--- src/rtl/amt_pkg.sv ---
package amt_pkg;

    typedef enum logic [2:0] {
        S_IDLE,
        S_SCAN,
        S_RT1,
        S_WR,
        S_RT2,
        S_RA,
        S_CMP
    } amt_state_e;

endpackage

--- src/rtl/amt_probe.sv ---
module amt_probe #(
    parameter int AW = 12
) (
    input  logic [AW-1:0] test_addr,
    input  logic [AW-1:0] mask,
    input  logic [AW-1:0] base,
    input  logic [AW:0]   region_end,
    output logic [AW-1:0] target,
    output logic          in_range
);

    always_comb begin
        target   = test_addr ^ mask;
        in_range = ({1'b0, target} >= {1'b0, base}) && ({1'b0, target} < region_end);
    end

endmodule

--- src/rtl/amt_report.sv ---
module amt_report #(
    parameter int AW = 12
) (
    input  logic          clk,
    input  logic          rst_n,
    input  logic          clear,
    input  logic          hit,
    input  logic [AW-1:0] mask,
    input  logic [AW-1:0] test_addr,
    input  logic [AW-1:0] target,
    output logic          fail,
    output logic [AW-1:0] fail_mask,
    output logic [AW-1:0] fail_test,
    output logic [AW-1:0] fail_target
);

    typedef struct packed {
        logic          fail;
        logic [AW-1:0] mask;
        logic [AW-1:0] test;
        logic [AW-1:0] target;
    } rep_t;

    rep_t rep_d, rep_q;

    always_comb begin
        rep_d = rep_q;
        if (clear) begin
            rep_d = '0;
        end else if (hit && !rep_q.fail) begin
            rep_d.fail   = 1'b1;
            rep_d.mask   = mask;
            rep_d.test   = test_addr;
            rep_d.target = target;
        end
    end

    always_ff @(posedge clk or negedge rst_n) begin
        if (!rst_n) rep_q <= '0;
        else        rep_q <= rep_d;
    end

    assign fail        = rep_q.fail;
    assign fail_mask   = rep_q.mask;
    assign fail_test   = rep_q.test;
    assign fail_target = rep_q.target;

    // the first recorded mirror is never overwritten within a run
    p_first_kept_r7: assert property (@(posedge clk) disable iff (!rst_n)
        (rep_q.fail && !clear) |=> (rep_q.fail && $stable(rep_q.mask) && $stable(rep_q.target)));

endmodule

--- src/rtl/amt_mirror_tester.sv ---
module amt_mirror_tester
    import amt_pkg::*;
#(
    parameter int AW       = 12,
    parameter int DW       = 32,
    parameter int TAIL_OFS = 8
) (
    input  logic          clk,
    input  logic          rst_n,
    input  logic          start,
    input  logic [AW-1:0] base_addr,
    input  logic [AW:0]   region_size,
    output logic          busy,
    output logic          done,
    output logic          fail,
    output logic [AW-1:0] fail_mask,
    output logic [AW-1:0] fail_test_addr,
    output logic [AW-1:0] fail_target_addr,
    output logic          mem_en,
    output logic          mem_we,
    output logic [AW-1:0] mem_addr,
    output logic [DW-1:0] mem_wdata,
    input  logic [DW-1:0] mem_rdata
);

    localparam int            WORD_BYTES = DW / 8;
    localparam int            WB_LOG     = $clog2(WORD_BYTES);
    localparam logic [AW-1:0] MASK_INIT  = AW'(WORD_BYTES);

    typedef struct packed {
        amt_state_e    st;
        logic          pass;
        logic [AW-1:0] mask;
        logic [AW-1:0] test;
        logic [AW-1:0] base;
        logic [AW:0]   size;
        logic [DW-1:0] t2;
        logic          done;
    } ctl_t;

    ctl_t ctl_d, ctl_q;

    logic [AW-1:0] target;
    logic          in_range;
    logic [AW:0]   region_end;
    logic          hit;
    logic          clear;

    assign region_end = {1'b0, ctl_q.base} + ctl_q.size;

    amt_probe #(.AW(AW)) u_probe (
        .test_addr  (ctl_q.test),
        .mask       (ctl_q.mask),
        .base       (ctl_q.base),
        .region_end (region_end),
        .target     (target),
        .in_range   (in_range)
    );

    always_comb begin
        ctl_d      = ctl_q;
        ctl_d.done = 1'b0;
        case (ctl_q.st)
            S_IDLE: begin
                if (start) begin
                    ctl_d.st   = S_SCAN;
                    ctl_d.pass = 1'b0;
                    ctl_d.mask = MASK_INIT;
                    ctl_d.test = base_addr;
                    ctl_d.base = base_addr;
                    ctl_d.size = region_size;
                end
            end
            S_SCAN: begin
                if (ctl_q.mask == '0) begin
                    if (!ctl_q.pass) begin
                        ctl_d.pass = 1'b1;
                        ctl_d.mask = MASK_INIT;
                        ctl_d.test = AW'({1'b0, ctl_q.base} + ctl_q.size - (AW+1)'(TAIL_OFS));
                    end else begin
                        ctl_d.st   = S_IDLE;
                        ctl_d.done = 1'b1;
                    end
                end else if (in_range) begin
                    ctl_d.st = S_RT1;
                end else begin
                    ctl_d.mask = ctl_q.mask << 1;
                end
            end
            S_RT1: ctl_d.st = S_WR;
            S_WR:  ctl_d.st = S_RT2;
            S_RT2: ctl_d.st = S_RA;
            S_RA: begin
                ctl_d.t2 = mem_rdata;
                ctl_d.st = S_CMP;
            end
            S_CMP: begin
                ctl_d.mask = ctl_q.mask << 1;
                ctl_d.st   = S_SCAN;
            end
            default: ctl_d.st = S_IDLE;
        endcase
    end

    always_ff @(posedge clk or negedge rst_n) begin
        if (!rst_n) begin
            ctl_q      <= '0;
            ctl_q.st   <= S_IDLE;
        end else begin
            ctl_q <= ctl_d;
        end
    end

    assign clear = (ctl_q.st == S_IDLE) && start;
    assign hit   = (ctl_q.st == S_CMP) && (mem_rdata == ctl_q.t2);

    amt_report #(.AW(AW)) u_report (
        .clk         (clk),
        .rst_n       (rst_n),
        .clear       (clear),
        .hit         (hit),
        .mask        (ctl_q.mask),
        .test_addr   (ctl_q.test),
        .target      (target),
        .fail        (fail),
        .fail_mask   (fail_mask),
        .fail_test   (fail_test_addr),
        .fail_target (fail_target_addr)
    );

    always_comb begin
        mem_en    = (ctl_q.st == S_RT1) || (ctl_q.st == S_WR) ||
                    (ctl_q.st == S_RT2) || (ctl_q.st == S_RA);
        mem_we    = (ctl_q.st == S_WR);
        mem_addr  = ((ctl_q.st == S_WR) || (ctl_q.st == S_RA)) ? ctl_q.test : target;
        mem_wdata = ~mem_rdata;
    end

    assign busy = (ctl_q.st != S_IDLE);
    assign done = ctl_q.done;

    // mask is a single bit at or above the word-size bit while running
    p_mask_shape_r1: assert property (@(posedge clk) disable iff (!rst_n)
        busy |-> ($onehot0(ctl_q.mask) && (ctl_q.mask[WB_LOG-1:0] == '0)));

    // a first target read is only issued for an in-region target
    p_range_r3: assert property (@(posedge clk) disable iff (!rst_n)
        (mem_en && !mem_we && ctl_q.st == S_RT1) |->
        ({1'b0, mem_addr} >= {1'b0, ctl_q.base} && {1'b0, mem_addr} < region_end));

    // every write is followed directly by a re-read
    p_reread_r4: assert property (@(posedge clk) disable iff (!rst_n)
        (mem_en && mem_we) |=> (mem_en && !mem_we));

    // done is a single-cycle pulse while idle
    p_done_pulse_r8: assert property (@(posedge clk) disable iff (!rst_n)
        done |-> (!busy ##1 !done));

    // no memory traffic while idle
    p_idle_quiet_r9: assert property (@(posedge clk) disable iff (!rst_n)
        !busy |-> !mem_en);

endmodule

--- config.mk ---
export PLATFORM = sky130hd
export DESIGN_NAME = amt_mirror_tester
export DESIGN_NICKNAME = d
export VERILOG_FILES = /design/src/rtl/amt_pkg.sv /design/src/rtl/amt_probe.sv /design/src/rtl/amt_report.sv /design/src/rtl/amt_mirror_tester.sv
export SDC_FILE = /design/constraint.sdc
export NUM_CORES = 1
export LEC_CHECK = 0
export BUFFER_PORTS_ARGS = -buffer_cell sky130_fd_sc_hd__clkbuf_2
export CAP_MARGIN = 20
export CORE_UTILIZATION = 55
export DETAILED_ROUTE_END_ITERATION = 10
export GPL_ROUTABILITY_DRIVEN = 0
export HOLD_SLACK_MARGIN = 0.1
export PLACE_DENSITY = 0.82
export SLEW_MARGIN = 10
export SYNTH_ARGS = -nofsm -noshare
export SYNTH_HDL_FRONTEND = slang
export SYNTH_SLANG_ARGS = --single-unit
export TNS_END_PERCENT = 20
--- constraint.sdc ---
create_clock -name clk -period 4.4 [get_ports clk]
set_input_delay 0.44 -clock clk [delete_from_list [all_inputs] [get_ports clk]]
set_output_delay 0.44 -clock clk [all_outputs]
set_load 0.02 [all_outputs]
== Word level (Yosys, flattened, before mapping) ==
Cells that the tools add are included.
Cells by class
  multiplexer cells: 19
  divide/modulo/power cells: 0
  bitwise operators: 2
  eq/ne operators: 14
  multiply operators: 0
  shift operators: 0
  reductions and logical operators: 20
  magnitude comparators: 2
  add/sub/neg operators: 2
Operators by type and width (number)
  37-bit two-way mux: 2
  53-bit two-way mux: 1
  12-bit two-way mux: 4
  12-bit one-hot mux with 3 select lines: 1
  32-bit == test: 1
  32-bit inverter: 1
  24-bit two-way mux: 1
  12-bit one-hot mux with 2 select lines: 1
  3-bit one-hot mux with 7 select lines: 1
  12-bit by 13-bit adder with 13-bit output: 1
  12-bit by 13-bit < comparator with 1-bit output: 1
  12-bit >= comparator: 1
  12-bit zero test: 1
  3-bit inequality test, second input constant: 4
  12-bit by 4-bit subtractor with 12-bit output, second input constant: 1
  12-bit bitwise XOR: 1
  3-bit == test, second input constant: 3
  3-bit two-way mux: 3
  4-bit AND reduction: 2
  3-bit by 2-bit == test with 1-bit output, second input constant: 2
  2-bit inequality test, second input constant: 3
  3-bit AND reduction: 2
  3-bit nonzero test: 2
  1-bit logical AND: 4
  8 further kinds: 15
Word-level totals
  ROM bits: 0
  output and inout bits: 85
  latch bits: 0
  register bits after elaboration: 123
  memory bits (writable): 0
  logic and storage cells: 71
  memories: 0

== Logic depth before layout (Yosys ltp) ==
Gate-level depths: netlist of run 1.
  depth in word-level cells: 6
  mapped depth: 17
  mapped depth without buffers: 16

== Cells and area by module ==
Synthesis of run 1 repeated with hierarchy kept, for this count alone.
Unflattened totals
  cell total of the unflattened synthesis: 752
  area total of the unflattened synthesis: 7482.2 um2
By module, submodules not included
  amt_mirror_tester: area each 4752.1 um2, times used 1, sequential area each 2127.0 um2, cells each 494
  amt_report: area each 2052.0 um2, times used 1, sequential area each 925.9 um2, cells each 168
  amt_probe: area each 678.2 um2, times used 1, sequential area each 0.0 um2, cells each 90

== Least setup slack after synthesis of run 1 ==
Ideal clock, no wire load.
  path type: flip-flop to flip-flop
  start: reg ctl_q[46] (netlist bit)
  end: reg ctl_q[79] (netlist bit)
  cell stages (with the launch flop): 17
  period minus slack after synthesis: 3.916 ns
  path slack: 0.484 ns
  library setup time: 0.126 ns
  buffers on the path: 0
  data arrival time: 3.790 ns
  cell sequence: dfrtp_1 ha_1 fa_1 a21o_1 a221oi_1 o21bai_1 xor2_1 inv_1 ha_1 and4_1 a21oi_1 o221ai_1 a2111oi_0 a221o_1 a22oi_4 or2_2 a221o_1
Between the ends
  word-level cells in the longest chain between the ends: 5
  elaborated cells between the ends (all ways): 6
  classes of those cells: 1 x add/sub; 2 x order compare; 1 x eq/ne; 2 x reduce/logical
RTL lines
  start: declaration: RTL line amt_mirror_tester.sv:41  | ctl_t ctl_d, ctl_q;
  start signal: assignment: RTL line amt_mirror_tester.sv:110  | ctl_q <= ctl_d;
  12-bit by 13-bit adder with 13-bit output
  12-bit by 13-bit < comparator with 1-bit output: RTL line amt_probe.sv:14  | in_range = ({1'b0, target} >= {1'b0, base}) && ({1'b0, target} < region_end);
  1-bit logical AND *: RTL line amt_probe.sv:14
  3-bit inequality test (no line) *
  4-bit AND reduction (no line) *
Mark *: on every way between the ends. The rest lies on a longest branch, timed or not.
A chain may end at the register's enable or synchronous reset.

== Worst setup path after layout of run 1 ==
  start: reg ctl_q[46] (netlist bit)
  end: reg ctl_q[81] (netlist bit)
Same word-level chain as after synthesis.

==> results_dict.tcl, run 1 <==
set metrics [dict create \
    ys_types 62 \
    cts-buffers-inserted 17 \
    yosys_warnings 0 \
    fillers 954 \
    stdcell_count 1061 \
    critical_path.cell_chain "ha_1 -> fa_1 -> a21o_1 -> a221oi_1 -> o21bai_1 -> xor2_2 -> inv_1 -> ha_1 -> and4_1 -> a21oi_1 -> o221ai_1 -> a2111oi_2 -> a221o_1 -> a22oi_4 -> or2_2 -> a221o_1" \
    cp.arrival_ns 4.42 \
    rrSetupSlack_ns 0.29 \
    finClkSkew_ns 0.0173 \
    firstDrtPassIters 5 \
    layout.nets 975 \
    portBuffers 144 \
    routedWlPerCell_um 16.2 \
    ys_async_sr_fraction 1.00 \
    outcome "completed" \
    min_period_ns 4.11 \
    clockBufferDepth 2 \
    hold_ws_ns 0.164 \
    start_kind "flop" \
    synth-seq-area-share 0.439 \
    hp-class "input port to asynchronous set/reset pin" \
    syn_avg_cell_area_um2 9.28 \
    synth_fp_nets 838 \
    drt-total-wl_um 17100 \
    slew_viol_final 0 \
    overflow 0 \
    vias 5863 \
    fin_ws_ns 0.289 \
    drc_errors 0 \
    rr_startpoint "ctl_q[46]" \
    grt_pass1_wl_um 28100 \
    rsz0062_at_grt "no" \
    cp_max_fo 5 \
    antenna_found_initial 0 \
    clkLatencyLatePin_ns 0.43 \
    max_freq_mhz 243 \
    hpwlAfterDp_um 12300 \
    n_antenna_cell 0 \
    slew-limit-headroom 0.349 \
    peakVddDrop_uv 385 \
    synth_edf_count 0 \
    synth_seq_cells 121 \
    power.density_nw_per_um2 878 \
    clock_sinks 121 \
    cts_tree "done" \
    die_x_um 114 \
    core.rowCount 40 \
    finalSetupViolations 0 \
    ios 145 \
    fp.dieH_um 114 \
    dieArea_um2 13000 \
    critPathSlowestCell "fa_1" \
    tns_ns 0 \
    end_kind "flop" \
    initial_core_util 0.569 \
    rr_worst_depth 16 \
    timing.final.crit_share 0.934 \
    synth_cells 743 \
    via_per_inst 5.53 \
    root_buffer "clkbuf_16" \
    final_antenna_net_count 0 \
    dp_slack_ns 0.0126 \
    grtUsageTotal 0.281 \
    postLayoutCoreUtil 0.690 \
    cpPeakStageDelay_ns 0.41 \
    drive_gt1_frac 0.256 \
    cp.required_ns 4.71 \
    htreeDepth 4 \
    drtIter0Drc 495 \
    grt_pass1_vias 5765 \
    critPathKind "flop to flop" \
    coreArea_um2 12100 \
    hold_buffers 0 \
    leakage_nw 4.18 \
    syn-cell-area_um2 6900 \
    worstMarginPinSlew_ns 0.977 \
    clkTransAtPathRegs_ns 0.05 \
    synth_flop_cell "dfrtp_1" \
    hold_violations 0 \
    reg2reg_to "ctl_q[81]" \
    placed_cells 1028 \
    syn_to_final_growth_pct 21.3 \
    max_cap_violations 0 \
    grt_max_degree 73 \
]
power by group:
part | internal, mW | switching (mW)
clock | 0.887 | 0.481
combinational | 1.71 | 2.41
sequential | 1.49 | 0.360
per-layer routing:
metal	up-vias	GRT usage	share of wire
li1	2831	-	-
met1	2771	0.369	0.44
met2	232	0.447	0.46
met3	29	0.0855	0.077
met4	0	0.0883	0.015
met5	-	0	0
Yosys cell counts (3+ instances only):
library cell / n / area share
a211oi_1: 5 / 0.0054
a21o_1: 8 / 0.0087
a21oi_1: 19 / 0.014
a221o_1: 4 / 0.0058
a221oi_1: 4 / 0.0051
a22o_1: 6 / 0.0076
a22oi_1: 3 / 0.0033
a31oi_1: 11 / 0.010
and2_1: 9 / 0.0082
and3_1: 5 / 0.0045
buf_4: 3 / 0.0033
clkbuf_1: 30 / 0.016
dfrtp_1: 121 / 0.44
ha_1: 34 / 0.062
inv_1: 57 / 0.031
mux2_2: 26 / 0.042
nand2_1: 130 / 0.071
nand2b_1: 4 / 0.0036
nand3_1: 18 / 0.013
nand4_1: 4 / 0.0036
nor2_1: 27 / 0.015
nor2b_1: 3 / 0.0027
nor3_1: 6 / 0.0044
nor4_1: 9 / 0.0082
o21ai_0: 77 / 0.056
or2_2: 4 / 0.0036
or3_1: 4 / 0.0036
xnor2_1: 27 / 0.034
xor2_1: 42 / 0.053
placed cells by master, fill, tap and decap left out, drive strengths merged, types with 6 or more instances in the layout:
cell type,n
a21o,8
a21oi,19
a22o,6
a31oi,11
and2,9
and3,6
buf,12
clkbuf,167
dfrtp,121
ha,34
inv,57
mux2,26
nand2,130
nand3,18
nor2,27
nor3,6
nor4,10
o21ai,78
xnor2,27
xor2,42
state kept, by name, indices dropped and copies added (netlist names):
| signal | count |
|---|---|
| u_report.fail_test | 11 |
| u_report.fail_mask | 12 |
| u_report.fail | 1 |
| ctl_q | 84 |
| u_report.fail_target | 12 |
| done | 1 |
timing repair:
item	in CTS	in global routing
gates resized for setup	0	3
endpoints found under the setup margin	0	11
buffers inserted	0	1
worst max-delay path by stage:
stage                     depth (start not counted)         to  slack (ns)       from
after floorplan                                  16  ctl_q[79]        0.48  ctl_q[46]
after global placement                           16  ctl_q[79]        0.20  ctl_q[46]
after detailed placement                         16  ctl_q[79]        0.01  ctl_q[46]
after CTS                                        16  ctl_q[81]        0.02  ctl_q[46]
after global routing                             16  ctl_q[79]        0.03  ctl_q[46]
final                                            16  ctl_q[81]        0.29  ctl_q[46]
stage by stage:
step | cell area, µm² | power, mW
2_1_floorplan | 6900 | 4.84
3_3_place_gp | 7760 | 5.68
3_5_place_dp | 7760 | 5.81
4_1_cts | 8340 | 7.23
5_1_grt | 8360 | 7.89
6_report | 8360 | 7.34
kinds of logic (layout without fill, tap and decap cells):
| logic type | after synthesis | in the layout | share of synthesized area |
|---|---|---|---|
| flip-flops | 121 | 121 | 0.439 |
| adder cells (fa/ha/maj) | 35 | 35 | 0.0646 |
| buffers and inverters | 94 | 244 | 0.0543 |
| XOR/XNOR | 69 | 69 | 0.0876 |
| multiplexers | 26 | 26 | 0.0425 |
| AND/OR/NAND/NOR | 231 | 231 | 0.152 |
| AO/OA/AOI/OAI | 167 | 167 | 0.160 |
layout make-up:
type                       instances  area (µm²)  area share
multi-input combinational        528        3520       0.421
sequential                       121        3030       0.362
timing repair buffer             155         806      0.0963
clock buffer                      24         492      0.0588
inverter                          57         214      0.0256
tap                              168         210      0.0251
clock inverter                     8        92.6      0.0111
critical path: cells and delay by family, from the launching register on:
family          cells  cell delay [ns]
fa+ha+maj           3             0.94
flops               1             0.40
xor+xnor            1             0.23
buf+inv             1             0.07
simple gates        2             0.54
compound gates      9             1.83
Power figures use the tool's default switching activity.
==> inputs of run 2 (changes only) <==
Settings changed: PLACE_DENSITY 0.82 to 0.81, SYNTH_HIERARCHICAL set to 1.
==> run 2 against run 1 <==
- power is 4.2% lower
- global-route usage is 2.9 points lower
- area after synthesis up 8.5%
==> results_dict.tcl, run 2 <==
set metrics [dict create \
    yosysMostFrequentCell "dfrtp_1" \
    ys_types 62 \
    syn_to_final_growth_pct 17.8 \
    grt_pass1_wl_um 27800 \
    synth-compound-area-share 0.143 \
    fp.dieH_um 119 \
    fillers 1082 \
    clkPwrFrac 0.192 \
    drtIter0Drc 388 \
    leakage_nw 4.30 \
    yosysTopAreaCellShare 0.408 \
    yosysTopAreaCell "dfrtp_1" \
    multi_input_area_um2 3870 \
    post-cts-setup-buffer-count 0 \
    synth_commonest_cells "dfrtp_1 (122), inv_1 (76), nand2_1 (55)" \
    postLayoutCoreUtil 0.666 \
    vias 5900 \
    overflow 0 \
    drc_errors 0 \
    hold_violations 0 \
    rrSetupSlack_ns 0.42 \
    portBuffers 144 \
    rsz0062_at_grt "no" \
    n_antenna_cell 0 \
    dieArea_um2 14100 \
    critPathKind "flop to flop" \
    drive_gt1_frac 0.301 \
    layout_commonest_cell "clkbuf_2" \
    hold_buffers 0 \
    stdcell_area_um2 8810 \
    synth_cells 752 \
    fin_ws_ns 0.425 \
    cts-buffers-inserted 17 \
    synthSimpleGateAreaFrac 0.182 \
    power.internal_mw 4.00 \
    core.rowCount 42 \
    firstDrtPassIters 5 \
    outcome "completed" \
    seqCellArea_um2 3050 \
    rr_worst_depth 19 \
    cts_tree "done" \
    synth_seq_cells 122 \
    grt_pass1_vias 5612 \
    syn_avg_cell_area_um2 9.95 \
    routedWlPerCell_um 15.7 \
    ys_async_sr_fraction 1.00 \
    via_per_inst 5.49 \
    hp-class "input port to asynchronous set/reset pin" \
    ios 145 \
    coreArea_um2 13200 \
    max_freq_mhz 252 \
    clockBufferDepth 2 \
    netSwitchingFraction 0.430 \
    synth_flop_cell "dfrtp_1" \
    grtUsageTotal 0.252 \
    synth-seq-area-share 0.408 \
    antenna_found_initial 0 \
    start_kind "flop" \
    synth_top_cells_by_area "dfrtp_1 (41%), ha_1 (6.0%), nand4bb_1 (5.4%), mux2_2 (5.3%), xnor2_1 (4.0%)" \
    switchingPower_mw 3.03 \
    max_cap_violations 0 \
    synth.area.mux_share 0.0540 \
    clock_sinks 122 \
    slew-limit-headroom 0.317 \
    cp.required_ns 4.68 \
    synth_xor_area_frac 0.0697 \
    synthAdderAreaFrac 0.0629 \
    reg2reg_to "ctl_q[80]" \
    cp.arrival_ns 4.26 \
    die_x_um 119 \
    power.density_nw_per_um2 798 \
    p_comb_frac 0.553 \
    finClkSkew_ns 0.00544 \
    drt-total-wl_um 16900 \
    grt_max_degree 77 \
    htreeDepth 4 \
    min_period_ns 3.98 \
    peakVddDrop_uv 409 \
    pwr-share-seq 0.255 \
    yosys_warnings 6 \
    dp_slack_ns -0.0522 \
    layout_common_cells "clkbuf_2 (143), dfrtp_1 (122), inv_1 (76)" \
    largest_reg_flops 84 \
    regMostFlops "ctl_q" \
    syn-cell-area_um2 7480 \
    slew_viol_final 0 \
    synth_top_family_by_area "simple AND/OR/NAND/NOR gates" \
    end_kind "flop" \
    timing.final.crit_share 0.903 \
    synth_edf_count 0 \
    root_buffer "clkbuf_16" \
    final_antenna_net_count 0 \
    worstMarginPinSlew_ns 1.03 \
    rr_startpoint "ctl_q[46]" \
    finalSetupViolations 0 \
    clkLatencyLatePin_ns 0.42 \
    place_area_um2 8220 \
    initial_core_util 0.565 \
    hpwlAfterDp_um 12400 \
    cp_max_fo 20 \
    clkTransAtPathRegs_ns 0.05 \
    layout.nets 983 \
]
[run 2: changes by cell type after synthesis, sizes merged, moves of 11 or more]
cell     previous run  this run
o21ai              78        93
xor2               42        21
inv                57        76
buf                 7        22
nand4bb             0        36
nand2b              4        39
clkbuf             30        19
nand2             130        55
[run 2: layout make-up]
| type | instances | area share |
|---|---|---|
| clock buffers | 25 | 0.0585 |
| well taps | 176 | 0.0250 |
| repair buffers | 155 | 0.0914 |
| flip-flops and latches | 122 | 0.346 |
| inverters | 76 | 0.0324 |
| multi-input cells | 514 | 0.439 |
| clock inverters | 7 | 0.00710 |
[run 2: kinds of logic after synthesis]
logic type                 after synthesis
other                                    1
xor gates and xnor gates                57
adders and majority gates               37
AOI/OAI and AO/OA                      159
muxes                                   36
and+or+nand+nor                        223
buffers and inverters                  117
DFF                                    122
[run 2: how the worst max path moves through the flow]
stage | from | endpoint | slack [ns]
after floorplan | ctl_q[46] | ctl_q[72] | 0.62
after global placement | ctl_q[46] | ctl_q[81] | 0.10
after detailed placement | ctl_q[46] | ctl_q[75] | -0.05
after CTS | ctl_q[46] | ctl_q[75] | 0.30
after global routing | ctl_q[46] | ctl_q[80] | 0.07
final | ctl_q[46] | ctl_q[80] | 0.42
[run 2: critical path: stages (launching register included)]
cell and delay [ns]:
dfrtp_1 0.40, ha_1 0.23, fa_1 0.42, a211oi_2 0.31
buf_4 0.17, or3_1 0.12, nand2_1 0.08, inv_1 0.07
inv_1 0.04, ha_1 0.33, nand4_1 0.11, a21oi_1 0.05
a2111oi_2 0.41, o32ai_1 0.15, nor3_2 0.28, mux2i_1 0.14
nor2_1 0.20, a21oi_4 0.13, nand3_1 0.12, o21ai_0 0.09
[run 2: stage by stage]
stage	instances	hold slack (ns)	total power, mW	setup TNS (ns)
after global placement	1043	0.482	5.47	0
after CTS	1075	0.118	6.99	0
after detailed placement	1043	0.491	5.59	-0.110
after global routing	1075	0.152	7.58	0
final	1075	0.0935	7.03	0
after floorplan	753	0.144	4.74	0
[run 2: power groups by stage]
stage	clock network, mW	registers (mW)	logic, mW
floorplan	0	1.70	3.04
global placement	0	1.79	3.68
detailed placement	0	1.81	3.78
CTS	1.37	1.79	3.83
global route	1.42	1.84	4.32
finish	1.35	1.79	3.89
[run 2: timing repair]
| item | in CTS | in global routing |
|---|---|---|
| gates resized for setup | 1 | 2 |
| endpoints found under the setup margin | 9 | 10 |
| gates cloned | 0 | 0 |
[run 2: layer usage]
metal,part of all wire,GRT usage
met5,0,0
met4,0.027,0.112
met3,0.052,0.0492
met2,0.46,0.378
met1,0.46,0.352
